$ cat config.mk
export PLATFORM = sky130hd
export DESIGN_NAME = io_trap_unit
export DESIGN_NICKNAME = d
export VERILOG_FILES = /design/src/rtl/io_trap_pkg.sv /design/src/rtl/io_trap_regs.sv /design/src/rtl/io_trap_match.sv /design/src/rtl/io_trap_report.sv /design/src/rtl/io_trap_unit.sv
export SDC_FILE = /design/constraint.sdc
export NUM_CORES = 1
export LEC_CHECK = 0
export ABC_AREA = 1
export BUFFER_PORTS_ARGS = -buffer_cell sky130_fd_sc_hd__buf_2
export CORE_MARGIN = 3
export CORE_UTILIZATION = 58
export CTS_CLUSTER_DIAMETER = 120
export DETAILED_ROUTE_END_ITERATION = 8
export MAX_ROUTING_LAYER = met4
export PLACE_DENSITY = 0.92
export SLEW_MARGIN = 30
export SYNTH_ARGS = -nofsm -noshare
export SYNTH_HDL_FRONTEND = slang
export SYNTH_SLANG_ARGS = --single-unit
$ cat constraint.sdc
create_clock -name clk -period 2.05 [get_ports clk]
set_input_delay 0.1025 -clock clk [delete_from_list [all_inputs] [get_ports clk]]
set_output_delay 0.1025 -clock clk [all_outputs]
set_load 0.02 [all_outputs]
$ cat src/rtl/io_trap_pkg.sv
package io_trap_pkg;

  localparam int ENTRY_W = 64;
  localparam int HALF_W  = 32;
  localparam int IO_AW   = 16;
  localparam int DW_W    = IO_AW - 2;
  localparam int AM_W    = 6;
  localparam int BE_W    = 4;

  // storable bits of each half; everything else is reserved
  localparam logic [HALF_W-1:0] LO_KEEP = 32'h00FC_FFFD;
  localparam logic [HALF_W-1:0] HI_KEEP = 32'h0003_00FF;

  typedef struct packed {
    logic            rw_any;
    logic            rw_is_read;
    logic [BE_W-1:0] be_mask;
    logic [BE_W-1:0] be_want;
    logic [AM_W-1:0] am;
    logic [DW_W-1:0] dw_addr;
    logic            en;
  } trap_entry_t;

  function automatic logic [DW_W-1:0] addr_care(trap_entry_t e);
    return ~{{(DW_W-AM_W){1'b0}}, e.am};
  endfunction

  function automatic logic entry_matches(trap_entry_t e, logic [DW_W-1:0] dw,
                                         logic [BE_W-1:0] be, logic rd);
    logic a_ok, b_ok, d_ok;
    a_ok = (((dw ^ e.dw_addr) & addr_care(e)) == '0);
    b_ok = (((be ^ e.be_want) & ~e.be_mask) == '0);
    d_ok = e.rw_any || (e.rw_is_read == rd);
    return e.en && a_ok && b_ok && d_ok;
  endfunction

endpackage

$ cat src/rtl/io_trap_regs.sv
module io_trap_regs
  import io_trap_pkg::*;
#(
  parameter int N_ENTRY = 4,
  localparam int IDX_W  = $clog2(N_ENTRY),
  localparam int REG_AW = IDX_W + 1
) (
  input  logic                           clk,
  input  logic                           rst_n,
  input  logic                           wr_en,
  input  logic [REG_AW-1:0]              addr,
  input  logic [HALF_W-1:0]              wdata,
  output logic [HALF_W-1:0]              rdata,
  output trap_entry_t [N_ENTRY-1:0]      ent_o
);

  logic [N_ENTRY-1:0][ENTRY_W-1:0] store_q;
  logic [IDX_W-1:0]                sel_idx;
  logic [ENTRY_W-1:0]              sel_ent;

  assign sel_idx = addr[REG_AW-1:1];

  always_ff @(posedge clk or negedge rst_n) begin
    if (!rst_n) begin
      store_q <= '0;
    end else if (wr_en) begin
      for (int i = 0; i < N_ENTRY; i++) begin
        if (sel_idx == IDX_W'(i)) begin
          if (addr[0]) store_q[i][ENTRY_W-1:HALF_W] <= wdata & HI_KEEP;
          else         store_q[i][HALF_W-1:0]       <= wdata & LO_KEEP;
        end
      end
    end
  end

  always_comb begin
    sel_ent = store_q[sel_idx];
    rdata   = addr[0] ? sel_ent[ENTRY_W-1:HALF_W] : sel_ent[HALF_W-1:0];
  end

  for (genvar g = 0; g < N_ENTRY; g++) begin : g_ent
    assign ent_o[g].en         = store_q[g][0];
    assign ent_o[g].dw_addr    = store_q[g][15:2];
    assign ent_o[g].am         = store_q[g][23:18];
    assign ent_o[g].be_want    = store_q[g][35:32];
    assign ent_o[g].be_mask    = store_q[g][39:36];
    assign ent_o[g].rw_is_read = store_q[g][48];
    assign ent_o[g].rw_any     = store_q[g][49];
  end

endmodule

$ cat src/rtl/io_trap_match.sv
module io_trap_match
  import io_trap_pkg::*;
#(
  parameter int N_ENTRY = 4
) (
  input  trap_entry_t [N_ENTRY-1:0] ent_i,
  input  logic [DW_W-1:0]           cyc_dw,
  input  logic [BE_W-1:0]           cyc_be,
  input  logic                      cyc_rd,
  output logic [N_ENTRY-1:0]        hit_o
);

  for (genvar g = 0; g < N_ENTRY; g++) begin : g_cmp
    assign hit_o[g] = entry_matches(ent_i[g], cyc_dw, cyc_be, cyc_rd);
  end

endmodule

$ cat src/rtl/io_trap_report.sv
module io_trap_report
  import io_trap_pkg::*;
#(
  parameter int N_ENTRY = 4,
  localparam int IDX_W  = $clog2(N_ENTRY)
) (
  input  logic               clk,
  input  logic               rst_n,
  input  logic               cyc_valid,
  input  logic [N_ENTRY-1:0] hit_i,
  input  logic [IO_AW-1:0]   cyc_addr,
  input  logic [BE_W-1:0]    cyc_be,
  input  logic               cyc_rd,
  output logic               trap_req,
  output logic [IDX_W-1:0]   trap_idx,
  output logic [IO_AW-1:0]   trap_addr,
  output logic [BE_W-1:0]    trap_be,
  output logic               trap_is_read
);

  function automatic logic [IDX_W-1:0] lowest_set(logic [N_ENTRY-1:0] v);
    logic [IDX_W-1:0] r;
    r = '0;
    for (int i = N_ENTRY - 1; i >= 0; i--) begin
      if (v[i]) r = IDX_W'(i);
    end
    return r;
  endfunction

  logic take;
  assign take = cyc_valid && (|hit_i);

  always_ff @(posedge clk or negedge rst_n) begin
    if (!rst_n) begin
      trap_req     <= 1'b0;
      trap_idx     <= '0;
      trap_addr    <= '0;
      trap_be      <= '0;
      trap_is_read <= 1'b0;
    end else begin
      trap_req <= take;
      if (take) begin
        trap_idx     <= lowest_set(hit_i);
        trap_addr    <= cyc_addr;
        trap_be      <= cyc_be;
        trap_is_read <= cyc_rd;
      end
    end
  end

endmodule

$ cat src/rtl/io_trap_unit.sv
module io_trap_unit
  import io_trap_pkg::*;
#(
  parameter int N_ENTRY = 4,
  localparam int IDX_W  = $clog2(N_ENTRY),
  localparam int REG_AW = IDX_W + 1
) (
  input  logic              clk,
  input  logic              rst_n,
  input  logic              reg_wr_en,
  input  logic [REG_AW-1:0] reg_addr,
  input  logic [31:0]       reg_wdata,
  output logic [31:0]       reg_rdata,
  input  logic              cyc_valid,
  input  logic [15:0]       cyc_addr,
  input  logic [3:0]        cyc_be,
  input  logic              cyc_is_read,
  output logic              trap_req,
  output logic [IDX_W-1:0]  trap_idx,
  output logic [15:0]       trap_addr,
  output logic [3:0]        trap_be,
  output logic              trap_is_read
);

  trap_entry_t [N_ENTRY-1:0] entries;
  logic [N_ENTRY-1:0]        entry_hit;
  logic [N_ENTRY-1:0]        entry_en;
  logic                      any_enabled;

  for (genvar g = 0; g < N_ENTRY; g++) begin : g_en
    assign entry_en[g] = entries[g].en;
  end
  assign any_enabled = |entry_en;

  io_trap_regs #(.N_ENTRY(N_ENTRY)) u_regs (
    .clk   (clk),
    .rst_n (rst_n),
    .wr_en (reg_wr_en),
    .addr  (reg_addr),
    .wdata (reg_wdata),
    .rdata (reg_rdata),
    .ent_o (entries)
  );

  io_trap_match #(.N_ENTRY(N_ENTRY)) u_match (
    .ent_i  (entries),
    .cyc_dw (cyc_addr[15:2]),
    .cyc_be (cyc_be),
    .cyc_rd (cyc_is_read),
    .hit_o  (entry_hit)
  );

  io_trap_report #(.N_ENTRY(N_ENTRY)) u_report (
    .clk          (clk),
    .rst_n        (rst_n),
    .cyc_valid    (cyc_valid),
    .hit_i        (entry_hit),
    .cyc_addr     (cyc_addr),
    .cyc_be       (cyc_be),
    .cyc_rd       (cyc_is_read),
    .trap_req     (trap_req),
    .trap_idx     (trap_idx),
    .trap_addr    (trap_addr),
    .trap_be      (trap_be),
    .trap_is_read (trap_is_read)
  );

endmodule

# Yosys cells after proc, flatten, opt, wreduce, memory -nomap -nowiden
# Cells that the tools add are included.
[totals]
output_inout_bits = 56
register_bits = 148
wordCells = 88
input_bits = 60
[op_classes]
n_bitwise = 25
magnitude_cmp = 1
reduce_logical = 35
eq_ne = 7
muxes = 7
[op_table]
columns = ["cell", "count"]
rows = [
  ["$bmux W64 S2", 1],
  ["$mux W64", 1],
  ["$and A14 B14 Y14", 4],
  ["$logic_not A14 Y1", 4],
  ["$not A6 Y14", 4],
  ["$xor A14 B14 Y14", 4],
  ["$mux W32", 1],
  ["$reduce_and A3 Y1", 8],
  ["$and A4 B4 Y4", 4],
  ["$logic_not A4 Y1", 4],
  ["$not A4 Y4", 4],
  ["$xor A4 B4 Y4", 4],
  ["$logic_and A1 B1 Y1", 13],
  ["$mux W2", 4],
  ["$eq A1 B1 Y1", 4],
  ["$eq A2 B2 Y1 const B", 2],
  ["$logic_or A1 B1 Y1", 4],
  ["$reduce_or A4 Y1", 1],
  ["$lt A2 B3 Y1 const B", 1],
  ["$eq A2 B1 Y1 const B", 1],
  ["$logic_not A2 Y1", 1],
  ["$not A1 Y1", 1],
]

# Depth between registers and ports, before layout
# Gate-level depths: netlist of run 1.
[depth]
word_depth = 10
mapped_depth = 16

# Modules after synthesis
# A second synthesis of run 1 with hierarchy kept.
[unflattened]
cells_unflattened = 1231
area_unflattened_um2 = 8240.4
[modules_own_cells]
columns = ["module", "cells_each", "instances", "seq_area_each_um2", "area_per_inst_um2"]
rows = [
  ["io_trap_regs", 748, 1, 3103.0, 5740.5],
  ["io_trap_match", 376, 1, 0.0, 1552.7],
  ["io_trap_report", 107, 1, 600.6, 947.2],
]

# Least setup slack after synthesis of run 1
# OpenSTA, ideal clock, no wires.
[synth_timing]
path_kind = "register -> register"
startpoint = "register u_regs.store_q (netlist bit u_regs.ent_o[55])"
endpoint = "register u_report.trap_addr[0]"
setup_time_ns = 0.117
stages_incl_launch_ff = 13
required_time_ns = 1.933
path_slack_ns = 0.569
arrival_time_ns = 1.365
cell_sequence = "dfrtp_1 > or2_1 > nand2_1 > nand2_1 > clkinv_1 > nand2_1 > nor2_1 > nand2_1 > nand2_1 > nand2_2 > buf_2 > nand3_1 > nand2_1"
[synth_via]
elab_chain_len = 7
[synth_lines]
columns = ["element", "line", "rtl"]
rows = [
  ["start, declared", "io_trap_regs.sv:17", "logic [N_ENTRY-1:0][ENTRY_W-1:0] store_q;"],
  ["start signal, assigned by index", "io_trap_regs.sv:29", "if (addr[0]) store_q[i][ENTRY_W-1:HALF_W] <= wdata & HI_KEEP;"],
  ["start signal, assigned by index", "io_trap_regs.sv:30", "else store_q[i][HALF_W-1:0] <= wdata & LO_KEEP;"],
  ["$xor A4 B4 Y4", "io_trap_pkg.sv:32", "b_ok = (((be ^ e.be_want) & ~e.be_mask) == '0);"],
  ["$and A4 B4 Y4", "io_trap_pkg.sv:32", ""],
  ["$logic_not A4 Y1", "io_trap_pkg.sv:32", ""],
  ["$logic_and A1 B1 Y1 (2 in a row)", "io_trap_pkg.sv:34", "return e.en && a_ok && b_ok && d_ok;"],
  ["$reduce_or A4 Y1", "io_trap_report.sv:31", "assign take = cyc_valid && (|hit_i);"],
  ["$logic_and A1 B1 Y1", "io_trap_report.sv:31", ""],
  ["end signal, assigned", "io_trap_report.sv:44", "trap_addr <= cyc_addr;"],
  ["end, declared", "io_trap_report.sv:16", "output logic [IO_AW-1:0] trap_addr,"],
]
# Every way passes these cells.
# A chain may end at the register's enable or synchronous reset.

# Worst setup path after layout of run 1
[layout_timing]
startpoint = "input cyc_addr[4]"
endpoint = "register u_report.trap_addr[0]"
[layout_via]
elab_chain_len = 8
[layout_lines]
columns = ["element", "line", "rtl"]
rows = [
  ["start, declared", "io_trap_unit.sv:15", "input logic [15:0] cyc_addr,"],
  ["$xor A14 B14 Y14", "io_trap_pkg.sv:31", "a_ok = (((dw ^ e.dw_addr) & addr_care(e)) == '0);"],
  ["$and A14 B14 Y14", "io_trap_pkg.sv:31", ""],
  ["$logic_not A14 Y1", "io_trap_pkg.sv:31", ""],
  ["$logic_and A1 B1 Y1 (3 in a row)", "io_trap_pkg.sv:34", ""],
  ["$reduce_or A4 Y1 (*)", "io_trap_report.sv:31", ""],
  ["$logic_and A1 B1 Y1 (*)", "io_trap_report.sv:31", ""],
]
# Mark *: on every way between the ends. The rest lies on a longest branch, timed or not.

==> impl_metrics.csv, run 1 <==
group,metric,value,unit
layout,diodes,0,
floorplan,fp.dieArea,0.01487,mm²
worst_setup_path,timing.critical_path.required,2370,ps
worst_setup_path,critical_path.max_fanout,7,
synthesis,count_of_yosys_warnings_during_synthesis,0,
sta,finalSetupViolCount,0,
floorplan,die_width,121.9,µm
worst_setup_path,cp_top_family,"buffers and inverters",
placement,gp_congestion,0.9287,
synthesis,total_standard_cell_area_after_synthesis,0.007795,mm²
routing,vias_per_cell,5.726,
synthesis,asyncSetResetFlopFracSynth,100.0,%
synthesis,postSynthRegisterBits,148,
grt,globalRouteTotalUtil,34.10,%
routing,first_iter_violations,958,
power_and_ir_drop,combinationalPowerShare,20.9,%
sta,fin_crit,1872,ps
sta,final.hold.worst_slack,-2.072,ps
power_and_ir_drop,total_leakage_power,5.065,nW
job,max-cap-violations,0,
synthesis,leading_cell_types_by_total_area_after_synthesis,"sky130_fd_sc_hd__dfrtp_1 (48%), sky130_fd_sc_hd__nand2_1 (18%), sky130_fd_sc_hd__o21ai_0 (8.9%)",
power_and_ir_drop,cellInternalPower,6.110,mW
floorplan,ios,116,
cts,clock_tree_root_driver_cell,"sky130_fd_sc_hd__clkbuf_16",
floorplan,core_area,0.01288,mm²
synthesis,post_synth_num_cell_types,29,
sta,hold_viol_final,2,
sta,final.period_utilization,91.33,%
floorplan,dieHeight,121.9,µm
power_and_ir_drop,seqPwrFrac,42.8,%
synthesis,synth_cells,1075,
routing,avgRoutedWirePerCell,17.24,µm
placement,place_hpwl,15.63,mm
synthesis,synthMostInstantiatedCell,"sky130_fd_sc_hd__nand2_1",
synthesis,postSynthAreaPerCell,7.251,µm²
synthesis,synth_largest_type_area_fraction,47.51,%
floorplan,starting_density,60.54,%
run_status,failed_checks,"negative hold slack",
placement,detailedPlace.worstSlack,182.6,ps
grt,grt_pass1_vias,7482,
power_and_ir_drop,power.ir.vdd_worst,0.0005608,V
sta,layout_setup_ws,177.7,ps
cts,clock_tree_from_tritoncts,"done",
cts,cts-root-to-sink-buffers,2,
sta,final.setup.tns,0,ps
cts,tritoncts_num_sinks,148,
cts,insertion_delay_of_the_later_clocked_pin_in_the_worst_skew_pair,430,ps
sta,rsz0062_at_grt,"no",
grt,grt_start_max_net_pins,47,
worst_setup_path,timing.critical_path.from_type,"input pin",
power_and_ir_drop,totalPowerFinal,8.913,mW
sta,final_max_slew_viol_count,0,
routing,dr.pass1.iters,6,
cts,clkTransAtPathRegs,60,ps
floorplan,cell_row_count,41,
worst_setup_path,cpPeakStageDelay,520,ps
synthesis,seq_area_frac_synth,47.51,%
sta,worst_slew_margin_rel,53.87,%
sta,setup_clock_skew_after_layout,5.962,ps
routing,postRouteWirelength,23.90,mm
hold_path,min-delay-path-class,"in -> reg",
layout,fraction_of_final_layout_cells_sized_beyond_drive_strength_1,14.25,%
synthesis,synth-edff-count,0,
worst_setup_path,path_cells,"dlygate4sd3_1, buf_2, inv_1, nand2_1, nand3b_1, nand2_1, inv_1, nand2_1, nor2_2, nand2_1, nand2_1, nand2_4, buf_4, nand3_1, nand2_1",
run_status,outcome,"finished, violations left",
grt,grt_overflow,0,
sta,fmax,0.5341,GHz
routing,drt_drc_violations_left,0,
synthesis,synth_top_area_cell,"sky130_fd_sc_hd__dfrtp_1",
power_and_ir_drop,power_density_over_the_cells,938.9,mW/mm²
power_and_ir_drop,power.net_switching,2.803,mW
layout,fin_util,73.72,%
synthesis,synth-main-ff-cell,"sky130_fd_sc_hd__dfrtp_1",
placement,portBuffers,99,
cts,cts.htree.levels,4,
sta,tightest_slew,691.2,ps
routing,detailroute.via_count,7936,
routing,antenna_violating_nets_post_route,0,
worst_setup_path,critical-path-top-cell-by-count,"sky130_fd_sc_hd__nand2_1",
worst_setup_path,timing.critical_path.slowest_stage_cell,"sky130_fd_sc_hd__dlygate4sd3_1",
layout,final_net_count,1262,
synthesis,post_synth_most_frequent_cells,"sky130_fd_sc_hd__nand2_1 (380), sky130_fd_sc_hd__dfrtp_1 (148), sky130_fd_sc_hd__o21ai_0 (138)",
worst_setup_path,critical_path_buf_inv_count,5,
power_and_ir_drop,share_clk_of_total_power,36.3,%
worst_setup_path,crit_path_end_kind,"flip-flop",
power_and_ir_drop,sw_frac_of_total,31.45,%
cts,cts_made_buffers,17,
layout,syn2layout_area_growth,21.78,%
grt,wire_length_of_the_first_global_routing_pass,38.07,mm
worst_setup_path,critPathArrivalTime,2190,ps
worst_setup_path,timing_worst_setup_path_type,"in -> reg",
grt,grt_antenna_before_repair,0,
-- path summary, 6_finish.rpt --
| kind | from | to | slack, ps | cells past startpoint |
|---|---|---|---|---|
| max in group asynchronous | rst_n | u_regs.ent_o[2] | 1250 | 3 |
| hold / removal | reg_wdata[12] | u_regs.ent_o[11] | -2 | 3 |
| setup reg to reg | u_regs.ent_o[116] | u_report.trap_addr[3] | 190 | 11 |
| hold reg to reg | u_regs.ent_o[110] | u_regs.ent_o[110] | 490 | 2 |
| min in group asynchronous | rst_n | u_report.trap_addr[14] | 170 | 2 |
| setup / recovery | cyc_addr[4] | u_report.trap_addr[0] | 180 | 15 |
-- cells in the final DEF (no fill, tap or decap), drive strengths merged --
cell type and n:
conb 8, nand3b 4, inv 136, o2111ai 4, o22ai 18, nand3 43, a221oi 22, nand2 383
or2 6, a32oi 3, dlygate4sd3 36, nor3b 1, xor2 3, buf 125, dfrtp 148, clkinv 8
bufinv 3, nor2 69, a21boi 1, clkbuf 21, xnor2 4, a21oi 23, o21ai 138, nand4 7
-- kinds of logic (layout without fill, tap and decap cells) --
logic type / count (synthesis) / count (layout) / share of synthesized area [%]
flops: 148 / 148 / 47.51
simple gates: 513 / 513 / 26.21
compound gates: 209 / 209 / 15.14
xor+xnor: 7 / 7 / 0.7865
other cells: 1 / 8 / 0.04811
buf+inv: 197 / 329 / 10.30
-- power groups by stage --
stage	Clock (mW)	Combinational (mW)	Sequential [mW]
after detailed placement	0	1.74	3.82
after global placement	0	1.68	3.81
after floorplan	0	1.22	3.71
after CTS	3.22	1.82	3.79
after global routing	3.36	2.10	3.86
final	3.24	1.86	3.81
-- final cells by class --
cell class | instances | area [µm²]
Timing Repair Buffer | 161 | 1107
Clock buffer | 21 | 480.5
Multi-Input combinational cell | 737 | 3343
Clock inverter | 10 | 128.9
Fill cell | 900 | 3383
Tap cell | 172 | 215.2
Sequential cell | 148 | 3704
Inverter | 137 | 514.2
-- worst register-to-register path, cell delays in order, from the launching register on --
cell                      delay (ps)
sky130_fd_sc_hd__dfrtp_1         380
sky130_fd_sc_hd__inv_1            90
sky130_fd_sc_hd__nand2_1          60
sky130_fd_sc_hd__nand3_1         100
sky130_fd_sc_hd__nand2_1         110
sky130_fd_sc_hd__nor2_1          210
sky130_fd_sc_hd__nand4_1         130
sky130_fd_sc_hd__nand2_1         150
sky130_fd_sc_hd__nand2_4         150
sky130_fd_sc_hd__buf_4           220
sky130_fd_sc_hd__nand3_1         100
sky130_fd_sc_hd__nand2_1          60
-- registers in the layout (all words and copies together), names as in the netlist --
register / count
u_regs.ent_o: 124
u_report.trap_is_read: 1
u_report.trap_addr: 16
u_report.trap_req: 1
u_report.trap_be: 4
u_report.trap_idx: 2
-- routing by layer --
layer  wire (µm)  share of wire [%]  global-route usage [%]
met5           0                  0                       -
met4         824                3.4                   12.04
met3        2652                 11                   7.753
met2       11090                 46                   52.38
met1        9323                 39                   44.95
-- stage by stage --
stage,area (µm²),instances
after floorplan,7821,1082
after global placement,8477,1316
after global routing,9493,1386
after detailed placement,8477,1316
after CTS,9447,1383
final,9493,1386
-- timing repair --
item | CTS | global route
gates resized for setup | 0 | 5
endpoints found under the hold margin | 138 | 0
endpoints found under the setup margin | 0 | 23
buffers inserted | 0 | 3
hold buffers | 36 | 0
Note: power is estimated with default switching activity, not from simulation.
==> run 2: changes to the inputs <==
--- a/config.mk
+++ b/config.mk
@@ -12,7 +12,8 @@
 export CTS_CLUSTER_DIAMETER = 120
 export DETAILED_ROUTE_END_ITERATION = 8
 export MAX_ROUTING_LAYER = met4
-export PLACE_DENSITY = 0.92
+export PLACE_DENSITY = 0.89
+export SETUP_SLACK_MARGIN = 0.2
 export SLEW_MARGIN = 30
 export SYNTH_ARGS = -nofsm -noshare
 export SYNTH_HDL_FRONTEND = slang
==> impl_metrics.csv, run 2 (same netlist as run 1, synthesis figures left out) <==
group,metric,value,unit
sta,tightest_slew,651.2,ps
sta,fmax,0.5698,GHz
worst_setup_path,critPathArrivalTime,2070,ps
placement,place_hpwl,15.71,mm
sta,rsz0062_at_grt,"no",
sta,finalSetupViolCount,0,
floorplan,fp.dieArea,0.01487,mm²
floorplan,ios,116,
routing,avgRoutedWirePerCell,16.78,µm
sta,final.period_utilization,85.61,%
job,max-cap-violations,0,
routing,drt_drc_violations_left,0,
floorplan,dieHeight,121.9,µm
grt,grt_overflow,0,
run_status,failed_checks,"negative hold slack",
placement,gp_congestion,0.9779,
sta,final_max_slew_viol_count,0,
worst_setup_path,timing.reg2reg.worst_path_depth,13,
layout,final_net_count,1260,
routing,dr.pass1.iters,8,
floorplan,core_area,0.01288,mm²
cts,clock_tree_root_driver_cell,"sky130_fd_sc_hd__clkbuf_16",
cts,clock_tree_from_tritoncts,"done",
hold_path,min-delay-path-class,"in -> reg",
layout,largest_register_ffs,124,
routing,first_iter_violations,790,
layout,fraction_of_final_layout_cells_sized_beyond_drive_strength_1,15.02,%
worst_setup_path,crit_path_end_kind,"flip-flop",
power_and_ir_drop,power_density_over_the_cells,953.6,mW/mm²
power_and_ir_drop,total_leakage_power,5.092,nW
layout,area.sequential,0.003704,mm²
layout,most_frequent_cells_in_the_layout,"sky130_fd_sc_hd__nand2_1 (379), sky130_fd_sc_hd__dfrtp_1 (148), sky130_fd_sc_hd__o21ai_0 (137)",
routing,vias_per_cell,5.654,
sta,worst_slew_margin_rel,56.48,%
power_and_ir_drop,power.ir.vdd_worst,0.0006598,V
layout,diodes,0,
cts,tritoncts_num_sinks,148,
hold_path,hold_path_end,"u_regs.ent_o[17]",
routing,antenna_violating_nets_post_route,0,
layout,total_area_of_multi_input_combinational_cells,0.003382,mm²
placement,detailedPlace.worstSlack,284.5,ps
sta,hold_viol_final,1,
worst_setup_path,critical_path.reg2reg.startpoint,"u_regs.ent_o[75]",
worst_setup_path,timing.critical_path.from_type,"input pin",
grt,grt_antenna_before_repair,0,
worst_setup_path,minimum_setup_slack_among_reg_to_reg_paths,320,ps
grt,grt_start_max_net_pins,57,
worst_setup_path,reg_to_reg_critical_path_endpoint,"u_report.trap_addr[9]",
cts,cts-root-to-sink-buffers,2,
placement,portBuffers,99,
cts,cts_made_buffers,17,
floorplan,die_width,121.9,µm
sta,setup_clock_skew_after_layout,6.767,ps
layout,layout.cell_area.non_filler,0.009565,mm²
floorplan,starting_density,60.54,%
worst_setup_path,timing.critical_path.required,2360,ps
grt,globalRouteTotalUtil,33.62,%
hold_path,min_from,"reg_wdata[20]",
sta,layout_setup_ws,294.9,ps
sta,fin_crit,1755,ps
cts,insertion_delay_of_the_later_clocked_pin_in_the_worst_skew_pair,430,ps
run_status,outcome,"finished, violations left",
hold_path,instance_count_along_the_most_critical_hold_path,3,
layout,num-fill-cells,921,
placement,dpl-instance-area,0.008479,mm²
sta,final.setup.tns,0,ps
grt,grt_pass1_vias,7406,
routing,postRouteWirelength,23.23,mm
layout,layout.cells.most_common,"sky130_fd_sc_hd__nand2_1",
floorplan,cell_row_count,41,
cts,cts.htree.levels,4,
routing,detailroute.via_count,7825,
worst_setup_path,critical_path.max_fanout,11,
layout,syn2layout_area_growth,22.71,%
grt,wire_length_of_the_first_global_routing_pass,37.26,mm
cts,clkTransAtPathRegs,60,ps
sta,final.hold.worst_slack,-1.337,ps
worst_setup_path,timing_worst_setup_path_type,"in -> reg",
[run 2: what timing repair did]
item | in CTS | in global routing
endpoints found under the hold margin | 103 | 0
resized for setup | 0 | 25
hold buffers | 34 | 0
endpoints found under the setup margin | 0 | 24
buffers inserted | 0 | 1
[run 2: worst max-delay path by stage]
stage                     slack (ps)  depth (start not counted)                endpoint              from
final                            290                         15   u_report.trap_addr[9]      cyc_addr[14]
after global routing             200                         10   u_report.trap_addr[9]  u_regs.ent_o[36]
after CTS                        230                         12   u_report.trap_addr[9]   u_regs.ent_o[9]
after detailed placement         280                         12   u_report.trap_addr[9]   u_regs.ent_o[9]
after global placement           370                         10  u_report.trap_addr[14]  u_regs.ent_o[21]
after floorplan                  570                         12   u_report.trap_addr[0]  u_regs.ent_o[55]
[run 2: per-layer routing]
metal / GRT usage (%) / routed length (µm) / up-vias
met5: - / 0 / -
li1: - / - / 3665
met2: 50.62 / 10680 / 464
met4: 15.20 / 1015 / 0
met1: 43.68 / 9043 / 3602
met3: 7.799 / 2488 / 94
[run 2: layout make-up]
| cell class | instances | area share (%) |
|---|---|---|
| well taps | 172 | 2.250 |
| repair buffers | 159 | 11.52 |
| clock buffers | 22 | 4.957 |
| flip-flops and latches | 148 | 38.72 |
| multi-input cells | 737 | 35.36 |
| clock inverters | 9 | 1.818 |
| inverters | 137 | 5.376 |
[run 2: worst max-delay path, cell delays in order]
cell	delay, ps
sky130_fd_sc_hd__dlygate4sd3_1	550
sky130_fd_sc_hd__buf_2	190
sky130_fd_sc_hd__inv_2	80
sky130_fd_sc_hd__nand2_1	60
sky130_fd_sc_hd__nand2_1	80
sky130_fd_sc_hd__nand2_1	60
sky130_fd_sc_hd__nor2_1	140
sky130_fd_sc_hd__nand2_1	70
sky130_fd_sc_hd__nor2_1	100
sky130_fd_sc_hd__nand2_1	90
sky130_fd_sc_hd__nand2_1	140
sky130_fd_sc_hd__nand2_4	100
sky130_fd_sc_hd__buf_6	160
sky130_fd_sc_hd__nand3_1	100
sky130_fd_sc_hd__nand2_1	70
[run 2: metrics by stage]
stage                     power (mW)  hold WS [ps]  std cells  util, %
final                          9.122        -1.337       1384    74.29
after global routing           9.574         10.04       1384    74.29
after CTS                      9.048        0.2612       1383    73.53
after detailed placement       5.561         101.4       1318    65.85
after global placement         5.482         95.54       1318    65.85
after floorplan                4.933        -193.1       1082        -
[run 2: power breakdown]
part,internal [mW],switching (mW)
sequential,3.39,0.410
clock,2.25,1.19
combinational,0.711,1.17
total,6.35,2.77
==> run 3: changes to the inputs <==
--- a/config.mk
+++ b/config.mk
@@ -8,11 +8,12 @@
 export ABC_AREA = 1
 export BUFFER_PORTS_ARGS = -buffer_cell sky130_fd_sc_hd__buf_2
 export CORE_MARGIN = 3
-export CORE_UTILIZATION = 58
+export CORE_UTILIZATION = 59
+export CTS_BUF_LIST = sky130_fd_sc_hd__clkbuf_4
 export CTS_CLUSTER_DIAMETER = 120
 export DETAILED_ROUTE_END_ITERATION = 8
 export MAX_ROUTING_LAYER = met4
-export PLACE_DENSITY = 0.89
+export PLACE_DENSITY = 0.9
 export SETUP_SLACK_MARGIN = 0.2
 export SLEW_MARGIN = 30
 export SYNTH_ARGS = -nofsm -noshare
==> impl_metrics.csv, run 3 (same netlist as run 1, synthesis figures left out) <==
group,metric,value,unit
layout,num-fill-cells,924,
worst_setup_path,timing.critical_path.from_type,"flip-flop",
floorplan,core_area,0.01277,mm²
sta,finalSetupViolCount,0,
layout,largest_register_ffs,124,
power_and_ir_drop,total_leakage_power,5.010,nW
sta,final.period_utilization,89.40,%
sta,worst_slew_margin_rel,56.04,%
sta,tightest_slew,657.8,ps
grt,grt_overflow,0,
placement,portBuffers,99,
routing,first_iter_violations,963,
routing,avgRoutedWirePerCell,16.67,µm
grt,wire_length_of_the_first_global_routing_pass,35.70,mm
floorplan,ios,116,
worst_setup_path,critical_path_buf_inv_count,2,
cts,cts.htree.levels,4,
layout,layout.cells.most_common,"sky130_fd_sc_hd__nand2_1",
grt,globalRouteTotalUtil,32.47,%
floorplan,die_width,120.9,µm
cts,cts_made_buffers,17,
layout,fraction_of_final_layout_cells_sized_beyond_drive_strength_1,16.23,%
worst_setup_path,path_cells,"inv_1, o21ai_0, a21oi_1, a32oi_1, buf_2",
run_status,outcome,"completed",
routing,dr.pass1.iters,9,
sta,final.setup.tns,0,ps
worst_setup_path,critical_path.max_fanout,3,
worst_setup_path,timing.critical_path.required,1950,ps
floorplan,dieHeight,120.9,µm
grt,grt_pass1_vias,7340,
sta,layout_setup_ws,217.3,ps
placement,gp_congestion,0.9665,
layout,final_net_count,1279,
power_and_ir_drop,power_density_over_the_cells,803.1,mW/mm²
sta,fin_crit,1833,ps
worst_setup_path,critPathArrivalTime,1730,ps
job,max-cap-violations,0,
worst_setup_path,worstSetupStartpoint,"u_regs.ent_o[97]",
worst_setup_path,cp_top_family,"compound AO/OA/AOI/OAI gates",
cts,clock_tree_from_tritoncts,"done",
worst_setup_path,critical_path.reg2reg.startpoint,"u_regs.ent_o[107]",
sta,hold_viol_final,0,
worst_setup_path,minimum_setup_slack_among_reg_to_reg_paths,240,ps
cts,tritoncts_num_sinks,148,
sta,rsz0062_at_grt,"yes",
worst_setup_path,timing.reg2reg.worst_path_depth,12,
routing,antenna_violating_nets_post_route,0,
routing,detailroute.via_count,7982,
routing,postRouteWirelength,23.42,mm
worst_setup_path,cpPeakStageDelay,390,ps
worst_setup_path,worst-path-stages,5,
power_and_ir_drop,power.ir.vdd_worst,0.0003924,V
layout,most_frequent_cells_in_the_layout,"sky130_fd_sc_hd__nand2_1 (379), sky130_fd_sc_hd__dfrtp_1 (148), sky130_fd_sc_hd__o21ai_0 (130)",
placement,place_hpwl,15.37,mm
floorplan,starting_density,61.02,%
routing,vias_per_cell,5.681,
grt,grt_antenna_before_repair,1,
worst_setup_path,setup.worst_path.end,"reg_rdata[5]",
worst_setup_path,reg_to_reg_critical_path_endpoint,"u_report.trap_idx[0]",
floorplan,fp.dieArea,0.01463,mm²
sta,fmax,0.5456,GHz
sta,setup_clock_skew_after_layout,15.50,ps
worst_setup_path,timing_worst_setup_path_type,"reg -> out",
worst_setup_path,timing.critical_path.slowest_stage_cell,"sky130_fd_sc_hd__dfrtp_1",
cts,insertion_delay_of_the_later_clocked_pin_in_the_worst_skew_pair,560,ps
cts,clkTransAtPathRegs,130,ps
hold_path,min-delay-path-class,"in -> async",
worst_setup_path,crit_path_end_kind,"primary output",
sta,final_max_slew_viol_count,0,
routing,drt_drc_violations_left,0,
cts,cts-root-to-sink-buffers,2,
placement,detailedPlace.worstSlack,283.4,ps
cts,clock_tree_root_driver_cell,"sky130_fd_sc_hd__clkbuf_4",
floorplan,cell_row_count,41,
layout,syn2layout_area_growth,21.22,%
grt,grt_start_max_net_pins,51,
run 3: cell types whose count changed in the layout (fill, tap and decap cells not counted), sizes merged:
cell         previous run  this run
clkinv                  4         9
diode                   0         1
dlygate4sd3            34        47
clkinvlp                0         5
clkbuf                 25        17
buf                   122       131
bufinv                  5         2
inv                   137       136
run 3: worst min-delay path by stage:
stage,startpoint,to
after floorplan,rst_n,u_regs.ent_o[0]
after global placement,rst_n,u_regs.ent_o[102]
after detailed placement,rst_n,u_report.trap_addr[10]
after CTS,rst_n,u_regs.ent_o[41]
after global routing,rst_n,u_regs.ent_o[107]
final,rst_n,u_regs.ent_o[69]
run 3: repair_timing:
action                                 in CTS  in global routing
hold buffers                               47                  0
buffers inserted                            0                 10
resized for setup                           5                 43
endpoints found under the hold margin     294                  0
pin swaps                                   0                 12
setup endpoints to repair                   3                 37
run 3: report_power, final:
group	switching (mW)	internal [mW]	total, mW
logic	1.20	0.789	1.99
clock network	1.09	0.703	1.79
registers	0.427	3.38	3.81
run 3: cell type report:
cell class / count / area [µm²] / area share (%)
Clock buffer: 17 / 127.6 / 1.351
Tap cell: 172 / 215.2 / 2.278
Inverter: 137 / 514.2 / 5.442
Clock inverter: 15 / 141.4 / 1.496
Timing Repair Buffer: 178 / 1313 / 13.89
Sequential cell: 148 / 3704 / 39.19
Multi-Input combinational cell: 737 / 3432 / 36.32
Antenna cell: 1 / 2.502 / 0.02648
run 3: through the flow:
step	power, mW	hold WS (ps)	instances	util (%)	area, µm²
finish	7.589	34.84	1405	73.97	9449
global route	7.994	55.62	1405	73.97	9449
CTS	7.399	15.99	1394	72.31	9236
detailed placement	5.559	78.39	1315	66.40	8482
global placement	5.486	77.61	1315	66.40	8482
floorplan	4.933	-193.1	1082	-	7821
run 3: metal layers:
layer | part of all wire (%) | global-route usage [%] | vias up
met4 | 4.7 | 16.22 | 0
met2 | 46 | 49.39 | 536
met5 | 0 | - | -
li1 | - | - | 3703
met1 | 38 | 41.84 | 3638
met3 | 11 | 6.434 | 105
